$ cat src/rtl/resp_rx_pkg.sv
package resp_rx_pkg;

    typedef enum logic [2:0] {
        ST_IDLE     = 3'd0,
        ST_TURN     = 3'd1,
        ST_BITS     = 3'd2,
        ST_ACK_WAIT = 3'd3,
        ST_ACK_SCAN = 3'd4
    } rx_state_t;

    function automatic logic in_window(input rx_state_t s);
        return (s == ST_BITS) || (s == ST_ACK_SCAN);
    endfunction

endpackage

$ cat src/rtl/resp_rx_tick_timer.sv
module resp_rx_tick_timer #(
    parameter int TW = 13
) (
    input  logic          clk,
    input  logic          rst_n,
    input  logic          clear_i,
    input  logic          tick_i,
    input  logic [TW-1:0] limit_i,
    output logic          expire_o
);
    logic [TW-1:0] cnt_d, cnt_q;

    always_comb begin
        expire_o = tick_i && (cnt_q == limit_i - TW'(1));
        cnt_d    = cnt_q;
        if (clear_i) begin
            cnt_d = '0;
        end else if (tick_i) begin
            cnt_d = expire_o ? '0 : cnt_q + TW'(1);
        end
    end

    always_ff @(posedge clk or negedge rst_n) begin
        if (!rst_n) cnt_q <= '0;
        else        cnt_q <= cnt_d;
    end
endmodule

$ cat src/rtl/resp_rx_edge_counter.sv
module resp_rx_edge_counter #(
    parameter int EDGE_W = 6
) (
    input  logic              clk,
    input  logic              rst_n,
    input  logic              clear_i,
    input  logic              en_i,
    input  logic              line_i,
    output logic [EDGE_W-1:0] count_o,
    output logic [EDGE_W-1:0] count_next_o
);
    localparam logic [EDGE_W-1:0] SAT = {EDGE_W{1'b1}};

    logic              line_q;
    logic [EDGE_W-1:0] cnt_d, cnt_q;
    logic              toggled;

    always_comb begin
        toggled      = (line_i != line_q);
        count_next_o = cnt_q;
        if (en_i && toggled && (cnt_q != SAT)) begin
            count_next_o = cnt_q + EDGE_W'(1);
        end
        cnt_d = clear_i ? '0 : count_next_o;
    end

    assign count_o = cnt_q;

    always_ff @(posedge clk or negedge rst_n) begin
        if (!rst_n) begin
            line_q <= 1'b0;
            cnt_q  <= '0;
        end else begin
            line_q <= line_i;
            cnt_q  <= cnt_d;
        end
    end
endmodule

$ cat src/rtl/resp_rx_period_counter.sv
module resp_rx_period_counter #(
    parameter int WINDOW_TICKS = 142,
    parameter int PER_W        = 16
) (
    input  logic             clk,
    input  logic             rst_n,
    input  logic             clear_i,
    input  logic             tick_i,
    output logic [PER_W-1:0] periods_next_o
);
    localparam int SW = $clog2(WINDOW_TICKS + 1);

    logic [SW-1:0]    sub_d, sub_q;
    logic [PER_W-1:0] per_d, per_q;
    logic             wrap;

    always_comb begin
        wrap           = tick_i && (sub_q == SW'(WINDOW_TICKS - 1));
        periods_next_o = wrap ? per_q + PER_W'(1) : per_q;
        sub_d          = sub_q;
        if (tick_i) sub_d = wrap ? '0 : sub_q + SW'(1);
        per_d = periods_next_o;
        if (clear_i) begin
            sub_d = '0;
            per_d = '0;
        end
    end

    always_ff @(posedge clk or negedge rst_n) begin
        if (!rst_n) begin
            sub_q <= '0;
            per_q <= '0;
        end else begin
            sub_q <= sub_d;
            per_q <= per_d;
        end
    end
endmodule

$ cat src/rtl/resp_bit_rx.sv
module resp_bit_rx
    import resp_rx_pkg::*;
#(
    parameter int MAX_BITS       = 32,
    parameter int TURN_TICKS     = 477,
    parameter int WINDOW_TICKS   = 142,
    parameter int ACK_WAIT_TICKS = 5400,
    parameter int ACK_WINDOWS    = 40,
    parameter int EDGE_THRESH    = 20,
    parameter int EDGE_W         = 6,
    parameter int PER_W          = 16
) (
    input  logic                              clk,
    input  logic                              rst_n,
    input  logic                              arm_i,
    input  logic                              ack_mode_i,
    input  logic [$clog2(MAX_BITS+1)-1:0]     nbits_i,
    input  logic [MAX_BITS-1:0]               key_i,
    input  logic                              tick_i,
    input  logic                              line_i,
    output logic                              done_o,
    output logic                              reject_o,
    output logic [MAX_BITS-1:0]               word_o,
    output logic                              ack_ok_o,
    output logic [PER_W-1:0]                  ack_periods_o
);
    localparam int NBW     = $clog2(MAX_BITS + 1);
    localparam int AWW     = $clog2(ACK_WINDOWS);
    localparam int IW      = (NBW > AWW) ? NBW : AWW;
    localparam int MAX_T1  = (TURN_TICKS > WINDOW_TICKS) ? TURN_TICKS : WINDOW_TICKS;
    localparam int MAX_T   = (MAX_T1 > ACK_WAIT_TICKS) ? MAX_T1 : ACK_WAIT_TICKS;
    localparam int TW      = $clog2(MAX_T + 1);
    localparam logic [EDGE_W-1:0] THR = EDGE_W'(EDGE_THRESH);
    localparam logic [MAX_BITS-1:0] ONE_HOT0 = MAX_BITS'(1);

    typedef struct packed {
        rx_state_t          state;
        logic [IW-1:0]      idx;
        logic [IW-1:0]      nbits;
        logic               ack_mode;
        logic [MAX_BITS-1:0] word;
        logic               done;
        logic               reject;
        logic               ack_ok;
        logic [PER_W-1:0]   periods;
    } rx_regs_t;

    rx_regs_t r_d, r_q;

    logic              busy;
    logic              win_active;
    logic              timer_expire;
    logic [TW-1:0]     timer_limit;
    logic [EDGE_W-1:0] edge_cnt;
    logic [EDGE_W-1:0] edge_cnt_next;
    logic [PER_W-1:0]  periods_next;
    logic              win_end;
    logic              busy_bit;

    assign busy       = (r_q.state != ST_IDLE);
    assign win_active = in_window(r_q.state);
    assign win_end    = win_active && timer_expire;
    assign busy_bit   = (edge_cnt_next > THR);

    always_comb begin
        case (r_q.state)
            ST_TURN:     timer_limit = TW'(TURN_TICKS);
            ST_ACK_WAIT: timer_limit = TW'(ACK_WAIT_TICKS);
            default:     timer_limit = TW'(WINDOW_TICKS);
        endcase
    end

    resp_rx_tick_timer #(.TW(TW)) u_timer (
        .clk      (clk),
        .rst_n    (rst_n),
        .clear_i  (!busy),
        .tick_i   (tick_i && busy),
        .limit_i  (timer_limit),
        .expire_o (timer_expire)
    );

    resp_rx_edge_counter #(.EDGE_W(EDGE_W)) u_edges (
        .clk          (clk),
        .rst_n        (rst_n),
        .clear_i      (!win_active || win_end),
        .en_i         (win_active),
        .line_i       (line_i),
        .count_o      (edge_cnt),
        .count_next_o (edge_cnt_next)
    );

    resp_rx_period_counter #(.WINDOW_TICKS(WINDOW_TICKS), .PER_W(PER_W)) u_periods (
        .clk            (clk),
        .rst_n          (rst_n),
        .clear_i        (!busy),
        .tick_i         (tick_i && busy),
        .periods_next_o (periods_next)
    );

    always_comb begin
        r_d        = r_q;
        r_d.done   = 1'b0;
        r_d.reject = 1'b0;
        case (r_q.state)
            ST_IDLE: begin
                if (arm_i) begin
                    if (!ack_mode_i && (nbits_i > NBW'(MAX_BITS))) begin
                        r_d.reject = 1'b1;
                    end else begin
                        r_d.word     = key_i;
                        r_d.nbits    = IW'(nbits_i);
                        r_d.ack_mode = ack_mode_i;
                        r_d.idx      = '0;
                        r_d.ack_ok   = 1'b0;
                        r_d.periods  = '0;
                        r_d.state    = ack_mode_i ? ST_ACK_WAIT : ST_TURN;
                    end
                end
            end
            ST_TURN: begin
                if (timer_expire) begin
                    if (r_q.nbits == '0) begin
                        r_d.done  = 1'b1;
                        r_d.state = ST_IDLE;
                    end else begin
                        r_d.state = ST_BITS;
                    end
                end
            end
            ST_BITS: begin
                if (timer_expire) begin
                    if (busy_bit) r_d.word = r_q.word ^ (ONE_HOT0 << r_q.idx);
                    if (r_q.idx == r_q.nbits - IW'(1)) begin
                        r_d.done  = 1'b1;
                        r_d.state = ST_IDLE;
                    end else begin
                        r_d.idx = r_q.idx + IW'(1);
                    end
                end
            end
            ST_ACK_WAIT: begin
                if (timer_expire) begin
                    r_d.idx   = '0;
                    r_d.state = ST_ACK_SCAN;
                end
            end
            ST_ACK_SCAN: begin
                if (timer_expire) begin
                    if (busy_bit || (r_q.idx == IW'(ACK_WINDOWS - 1))) begin
                        r_d.ack_ok  = busy_bit;
                        r_d.periods = periods_next;
                        r_d.done    = 1'b1;
                        r_d.state   = ST_IDLE;
                    end else begin
                        r_d.idx = r_q.idx + IW'(1);
                    end
                end
            end
            default: r_d.state = ST_IDLE;
        endcase
    end

    always_ff @(posedge clk or negedge rst_n) begin
        if (!rst_n) begin
            r_q.state    <= ST_IDLE;
            r_q.idx      <= '0;
            r_q.nbits    <= '0;
            r_q.ack_mode <= 1'b0;
            r_q.word     <= '0;
            r_q.done     <= 1'b0;
            r_q.reject   <= 1'b0;
            r_q.ack_ok   <= 1'b0;
            r_q.periods  <= '0;
        end else begin
            r_q <= r_d;
        end
    end

    assign done_o        = r_q.done;
    assign reject_o      = r_q.reject;
    assign word_o        = r_q.word;
    assign ack_ok_o      = r_q.ack_ok;
    assign ack_periods_o = r_q.periods;

    rx_state_t cur_state;
    logic      cur_ack_mode;
    assign cur_state    = r_q.state;
    assign cur_ack_mode = r_q.ack_mode;
endmodule

$ cat config.mk
export PLATFORM = sky130hd
export DESIGN_NAME = resp_bit_rx
export DESIGN_NICKNAME = d
export VERILOG_FILES = /design/src/rtl/resp_rx_pkg.sv /design/src/rtl/resp_rx_tick_timer.sv /design/src/rtl/resp_rx_edge_counter.sv /design/src/rtl/resp_rx_period_counter.sv /design/src/rtl/resp_bit_rx.sv
export SDC_FILE = /design/constraint.sdc
export NUM_CORES = 1
export LEC_CHECK = 0
export ABC_AREA = 1
export BUFFER_PORTS_ARGS = -buffer_cell sky130_fd_sc_hd__buf_2
export CAP_MARGIN = 20
export CORE_ASPECT_RATIO = 1.5
export CORE_UTILIZATION = 64
export CTS_CLUSTER_SIZE = 10
export DETAILED_ROUTE_END_ITERATION = 7
export PLACE_DENSITY_LB_ADDON = 0.2
export SLEW_MARGIN = 20
export SYNTH_ARGS = -nofsm -noshare
export SYNTH_HDL_FRONTEND = slang
export SYNTH_SLANG_ARGS = --single-unit
$ cat constraint.sdc
create_clock -name clk -period 5.1 [get_ports clk]
set_input_delay 0.51 -clock clk [delete_from_list [all_inputs] [get_ports clk]]
set_output_delay 0.51 -clock clk [all_outputs]
set_load 0.05 [all_outputs]
---- Word level (Yosys, flattened, before mapping) ----
Index checks and enable logic that the tools add are counted.
operators by class
  add/subtract/negate cells ............... 7
  order comparisons ....................... 2
  equal/unequal tests ..................... 22
  shifts and indexed selects .............. 1
  muxes and demuxes ....................... 41
  bitwise gates (word level) .............. 2
  reductions and logical operators ........ 23
operator list
  operator                                            count
  2-to-1 mux 48 bit                                   2
  case mux 32 bit (2 select lines)                    1
  2-to-1 mux 17 bit                                   3
  2-to-1 mux 13 bit                                   3
  case mux 17 bit (2 select lines)                    1
  2-to-1 mux 33 bit                                   1
  2-to-1 mux 16 bit                                   2
  2-to-1 mux 32 bit                                   1
  left shift 1 x 6 -> 32 bit, first input constant    1
  XOR 32 bit                                          1
  2-to-1 mux 9 bit                                    3
  case mux 13 bit (2 select lines)                    1
  2-to-1 mux 6 bit                                    4
  2-to-1 mux 8 bit                                    3
  case mux 6 bit (4 select lines)                     1
  2-to-1 mux 18 bit                                   1
  inequality test 2 bit, second input constant        9
  adder 16 x 1 -> 16 bit, second input constant       1
  AND reduction 8 bit                                 2
  case mux 3 bit (5 select lines)                     1
  adder 13 x 1 -> 13 bit, second input constant       1
  == test 13 bit                                      1
  subtractor 13 x 1 -> 13 bit, second input constant  1
  adder 6 x 1 -> 6 bit, second input constant         2
  28 further kinds                                    51
storage, ports and cells
  register bits after elaboration ......... 111
  bits of input ports ..................... 44
  word-level logic and storage cells ...... 112

---- Logic depth before layout (Yosys ltp) ----
  depth in word-level cells ............... 10
  mapped depth ............................ 18

---- Modules after synthesis ----
From an unflattened synthesis, not the netlist that was laid out.
second synthesis, totals
  cell total of the unflattened synthesis .. 1200
  area total of the unflattened synthesis .. 8072.7 um^2
by module, submodules not included
  module                  instances  cells an instance  area an instance (um^2)  seq. area each (um^2)
  resp_bit_rx             1          666                4623.2                   1651.6
  resp_rx_period_counter  1          220                1572.8                   600.6
  resp_rx_tick_timer      1          255                1438.9                   325.3
  resp_rx_edge_counter    1          59                 437.9                    175.2

---- Worst setup path before layout ----
OpenSTA, ideal clock, no wires.
  path type ............................... register -> register
  from .................................... register u_edges.cnt_q[0], in the netlist u_edges.count_o[0]
  to ...................................... register r_q, in the netlist word_o[13]
  arrival ................................. 1.984 ns
  data required time ...................... 4.977 ns
  slack ................................... 2.993 ns
  cell stages (with the launch flop) ...... 18
  buffers on the path ..................... 2
  cell sequence ........................... dfrtp_1 -> ha_1 -> nand2_1 -> inv_1 -> nand2_2 -> nand3_4 -> nand2_1 -> nand2_1 -> nand2_1 -> nand2_1 -> nand2_1 -> nand2_2 -> nand2_4 -> nand2_4 -> buf_8 -> buf_8 -> nand2_2 -> o21ai_2
on the way
  longest elaborated chain between the ends .. 6
  elaborated cells between the ends (all ways) .. 7
RTL lines
  element                                                                       line                        source
  start: declaration                                                            resp_rx_edge_counter.sv:15  logic [EDGE_W-1:0] cnt_d, cnt_q;
  start signal: assignment                                                      resp_rx_edge_counter.sv:35  cnt_q <= cnt_d;
  parallel branches: the longest is 2 deep, another holds adder 6 x 1 -> 6 bit  --
  2-to-1 mux 6 bit *                                                            resp_rx_edge_counter.sv:21  if (en_i && toggled && (cnt_q != SAT)) begin
  greater-than comparator 6 x 5 -> 1 bit *                                      resp_bit_rx.sv:63           assign busy_bit = (edge_cnt_next > THR);
  inequality test 2 bit (no source line) *                                      --
  AND reduction 5 bit (no source line) *                                        --
  end signal: assignment                                                        resp_bit_rx.sv:175          r_q <= r_d;
  end: declaration                                                              resp_bit_rx.sv:48           rx_regs_t r_d, r_q;
Every way passes the cells marked *.
A chain may end at the register's enable or synchronous reset.

---- Worst setup path after layout ----
  from .................................... register r_q, in the netlist cur_state[1]
  to ...................................... register r_q, in the netlist ack_periods_o[9]
on the way
  longest elaborated chain between the ends .. 9
  elaborated cells between the ends (all ways) .. 28
RTL lines
  element
  parallel branches: the longest is 9 deep, another holds subtractor 13 x 1 -> 13 bit
Parallel ways; which one is timed is not known. The select of a mux whose other input is x is not followed.

==> results by group <==
Yosys
  • Post-Synthesis Cells: 1010
  • Mapped Area: ~7600 um^2
  • Synth cell types: 47
  • Synth Flop Type: dfrtp_1
  • Seq cells post-synth: 110
  • Synth Area per Inst: 7.52 um^2
  • Syn nets: 1066
  • Ys Warns: 0
  • Post-synth EDFFs: 0
  • Sequential area share after synthesis: 0.362
  • Synth async-reset ratio: 1.00

Final layout
  • Most frequent cells in the layout: nand2_1 (225), nor2_1 (133), dfrtp_1 (110), buf_2 (93), inv_1 (73)
  • Most common cell after layout, fill and taps aside: nand2_1
  • Share of cells above drive strength 1: 0.184
  • Nets: between 1000 and 1500
  • Diodes inserted: 0
  • Layout area overhead: 6.72%
  • Final Non-Filler Cells: 1191
  • Fill cell total of the finished layout: 1043

Power
  • Clock network fraction of design power: 0.379
  • Internal power: 1.64 mW
  • Leakage: 4.07 nW
  • Seq pwr share: 0.425
  • Sw frac: 0.296
  • Power Dens Cells: around 290 nW/um^2
  • Comb pwr share: 0.196
  • Worst vdd ir: roughly 0.19 mV
  • P_sw: 687 uW

Global routing
  • Met2 Usage GRT: 0.527
  • Largest net degree at the start of global routing: about 80
  • Vias in the first global route: 6287
  • Tot GR Track Use: 0.287
  • GR Overflow Total: 0
  • Met3 Use GR: 0.0387
  • Gr busiest metal: met2
  • M1 GR Usage: 0.324
  • First-pass GRT wire length: 28500 um
  • Antenna violations before repair: 0

Critical path
  • Crit Path Class: reg -> reg
  • CP arrival: 3.44 ns
  • Crit-path max cell delay: around 0.52 ns
  • R2R setup slack: 1.94 ns
  • Reg2Reg Depth: 13
  • Most used cell, CP: nand2_1
  • Worst r2r src: cur_state[1]$_DFFE_PN0P_
  • Critical path launch point type: flip-flop
  • Worst Path Max Fanout: 22
  • Worst path required time: 5.38 ns
  • Crit end category: flip-flop
  • CP Cell Sequence: nor2_4 > nand2_2 > nand2_4 > nand3_4 > nand2_1 > nand2_1 > nor2_1 > nand2_1 > nand2_1 > nand4_2 > nand3_4 > nand2_1 > nand2_1
  • Worst Path Buf+Inv: 0
  • Slowest library cell on the worst path: dfrtp_1
  • Reg2reg end: ack_periods_o[9]$_DFFE_PN0P_
  • Top Family by Delay on Critical Path: simple AND/OR/NAND/NOR gates

STA
  • Slew @ Worst Pin: 0.800 ns
  • Period utilization: 0.620
  • Unrepaired setup endpoints after global routing: false
  • Fmax: 316 MHz
  • Minimum clock period: between 3 and 4 ns
  • Post-Route Skew: 0.0121 ns
  • Slew Limit Fails: 0
  • Hold violation total from the final report: 0
  • Headroom to the max-slew limit: 0.467
  • Final setup TNS: 0 ns
  • Setup violators final: 0

Flow run
  • Max-Cap Viols: 0

Clock tree
  • Clk_lat worst skew: 0.35 ns
  • Resize count post-CTS: 0
  • # hold bufs at CTS: 0
  • H-tree Lvls: 3
  • Postcts setup bufs: 0
  • Bufs on Longest Clock Path: 2
  • Reg clk slew, reported paths: roughly 0.07 ns
  • CTS tree: done
  • Clock root buffer: clkbuf_16
  • Num CTS Buffers: 9
  • CTS sink count: 110

Detailed routing
  • DR WL/cell: between 10 and 15 um
  • Drt pass-1 iters: 6
  • # DRC: 0
  • Post-Route WL: about 17000 um
  • Vias per cell: 5.54
  • Remaining antenna violation count: 0
  • Via count: 6602
  • Initial DRC Count: ~370

Die
  • Row count: 48
  • Initial Util: 0.659
  • Die height: 135 um
  • Die footprint: about 12000 um^2
  • IO Count: 95
  • Core area: 11500 um^2
  • DIE WIDTH: 91.0 um

Placed design
  • Placed cells: 1175
  • Final Wtd Congestion: just over 0.9
  • I/O Buffers: 94
  • Detailed Place HPWL: between 10000 and 15000 um

Run status
  • Status: finished clean

Hold path
  • Worst Hold Class: in -> async
==> per-stage QoR <==
step           power (mW)  instance area, um^2  worst slack (ns)   util  hold WS [ns]
3_3_place_gp         1.45                 7720              2.10  0.669         0.450
3_5_place_dp         1.46                 7720              2.01  0.669         0.454
6_report             2.33                 8110              1.94  0.703         0.148
2_1_floorplan        1.34                 7600              2.99      -         0.214
4_1_cts              2.34                 8100              1.96  0.702         0.302
5_1_grt              2.43                 8110              1.68  0.703         0.228
==> power by group through the flow <==
stage | Combinational [mW] | Clock, mW | Sequential, mW
final | 0.455 | 0.881 | 0.990
after global routing | 0.520 | 0.915 | 1.00
after CTS | 0.455 | 0.892 | 0.989
after detailed placement | 0.453 | 0 | 1.01
after global placement | 0.441 | 0 | 1.00
after floorplan | 0.346 | 0 | 0.991
==> worst max path at each step <==
stage / startpoint / endpoint / slack [ns] / depth (start not counted)
after detailed placement: cur_state[1]$_DFFE_PN0P_ / ack_periods_o[6]$_DFFE_PN0P_ / 2.01 / 13
final: cur_state[1]$_DFFE_PN0P_ / ack_periods_o[9]$_DFFE_PN0P_ / 1.94 / 13
after global placement: nbits_i[2] / word_o[0]$_DFFE_PN0P_ / 2.10 / 12
after global routing: cur_state[1]$_DFFE_PN0P_ / ack_periods_o[9]$_DFFE_PN0P_ / 1.68 / 13
after floorplan: u_edges.count_o[0]$_DFF_PN0_ / word_o[13]$_DFFE_PN0P_ / 2.99 / 17
after CTS: cur_state[1]$_DFFE_PN0P_ / ack_periods_o[9]$_DFFE_PN0P_ / 1.96 / 13
==> per-layer routing <==
metal,share of wire,routed length (um)
met5,0,0
met1,0.39,6790
met3,0.041,712
met2,0.52,8990
met4,0.041,707
==> logic make-up (layout without fill, tap and decap cells) <==
family / Yosys count / count (layout) / synth area share
fa+ha+maj: 12 / 12 / 0.0198
buf+inv: 168 / 199 / 0.117
mux: 2 / 2 / 0.00280
flops: 110 / 110 / 0.362
compound gates: 109 / 109 / 0.0937
xor+xnor: 62 / 62 / 0.0715
simple gates: 547 / 547 / 0.333
==> flip-flops by register name, summed over array words and instances, names as in the netlist <==
signal	flops
word_o	32
ack_periods_o	16
u_periods.per_q	16
u_timer.cnt_q	13
r_q	12
u_periods.sub_q	8
u_edges.count_o	6
cur_state	3
ack_ok_o	1
done_o	1
reject_o	1
u_edges.line_q	1
==> final cells by class <==
class                      count  area, um^2  share of cell area
multi-input combinational    732        3960               0.488
sequential                   110        2750               0.340
timing repair buffer          98         507              0.0625
inverter                      85         319              0.0394
clock buffer                  11         253              0.0312
tap                          150         188              0.0232
clock inverter                 5         129              0.0159
==> Yosys cell counts (8+ instances only) <==
| cell type | count | share of area |
|---|---|---|
| or2_0 | 9 | 0.0074 |
| nand4_1 | 37 | 0.030 |
| nand2_1 | 225 | 0.11 |
| clkbuf_1 | 15 | 0.0074 |
| nor2_1 | 133 | 0.066 |
| inv_2 | 8 | 0.0040 |
| ha_1 | 12 | 0.020 |
| xor2_1 | 41 | 0.047 |
| buf_4 | 49 | 0.048 |
| o21ai_2 | 22 | 0.025 |
| nor3_1 | 18 | 0.012 |
| nand3_1 | 64 | 0.042 |
| a21oi_1 | 13 | 0.0086 |
| o21ai_0 | 24 | 0.016 |
| o22ai_1 | 10 | 0.0082 |
| inv_1 | 73 | 0.036 |
| xnor2_1 | 21 | 0.024 |
| nand2_2 | 23 | 0.019 |
| buf_2 | 8 | 0.0053 |
| or2_1 | 11 | 0.0091 |
| a31oi_1 | 28 | 0.023 |
| dfrtp_1 | 110 | 0.36 |
(Power assumes the default switching activity.)
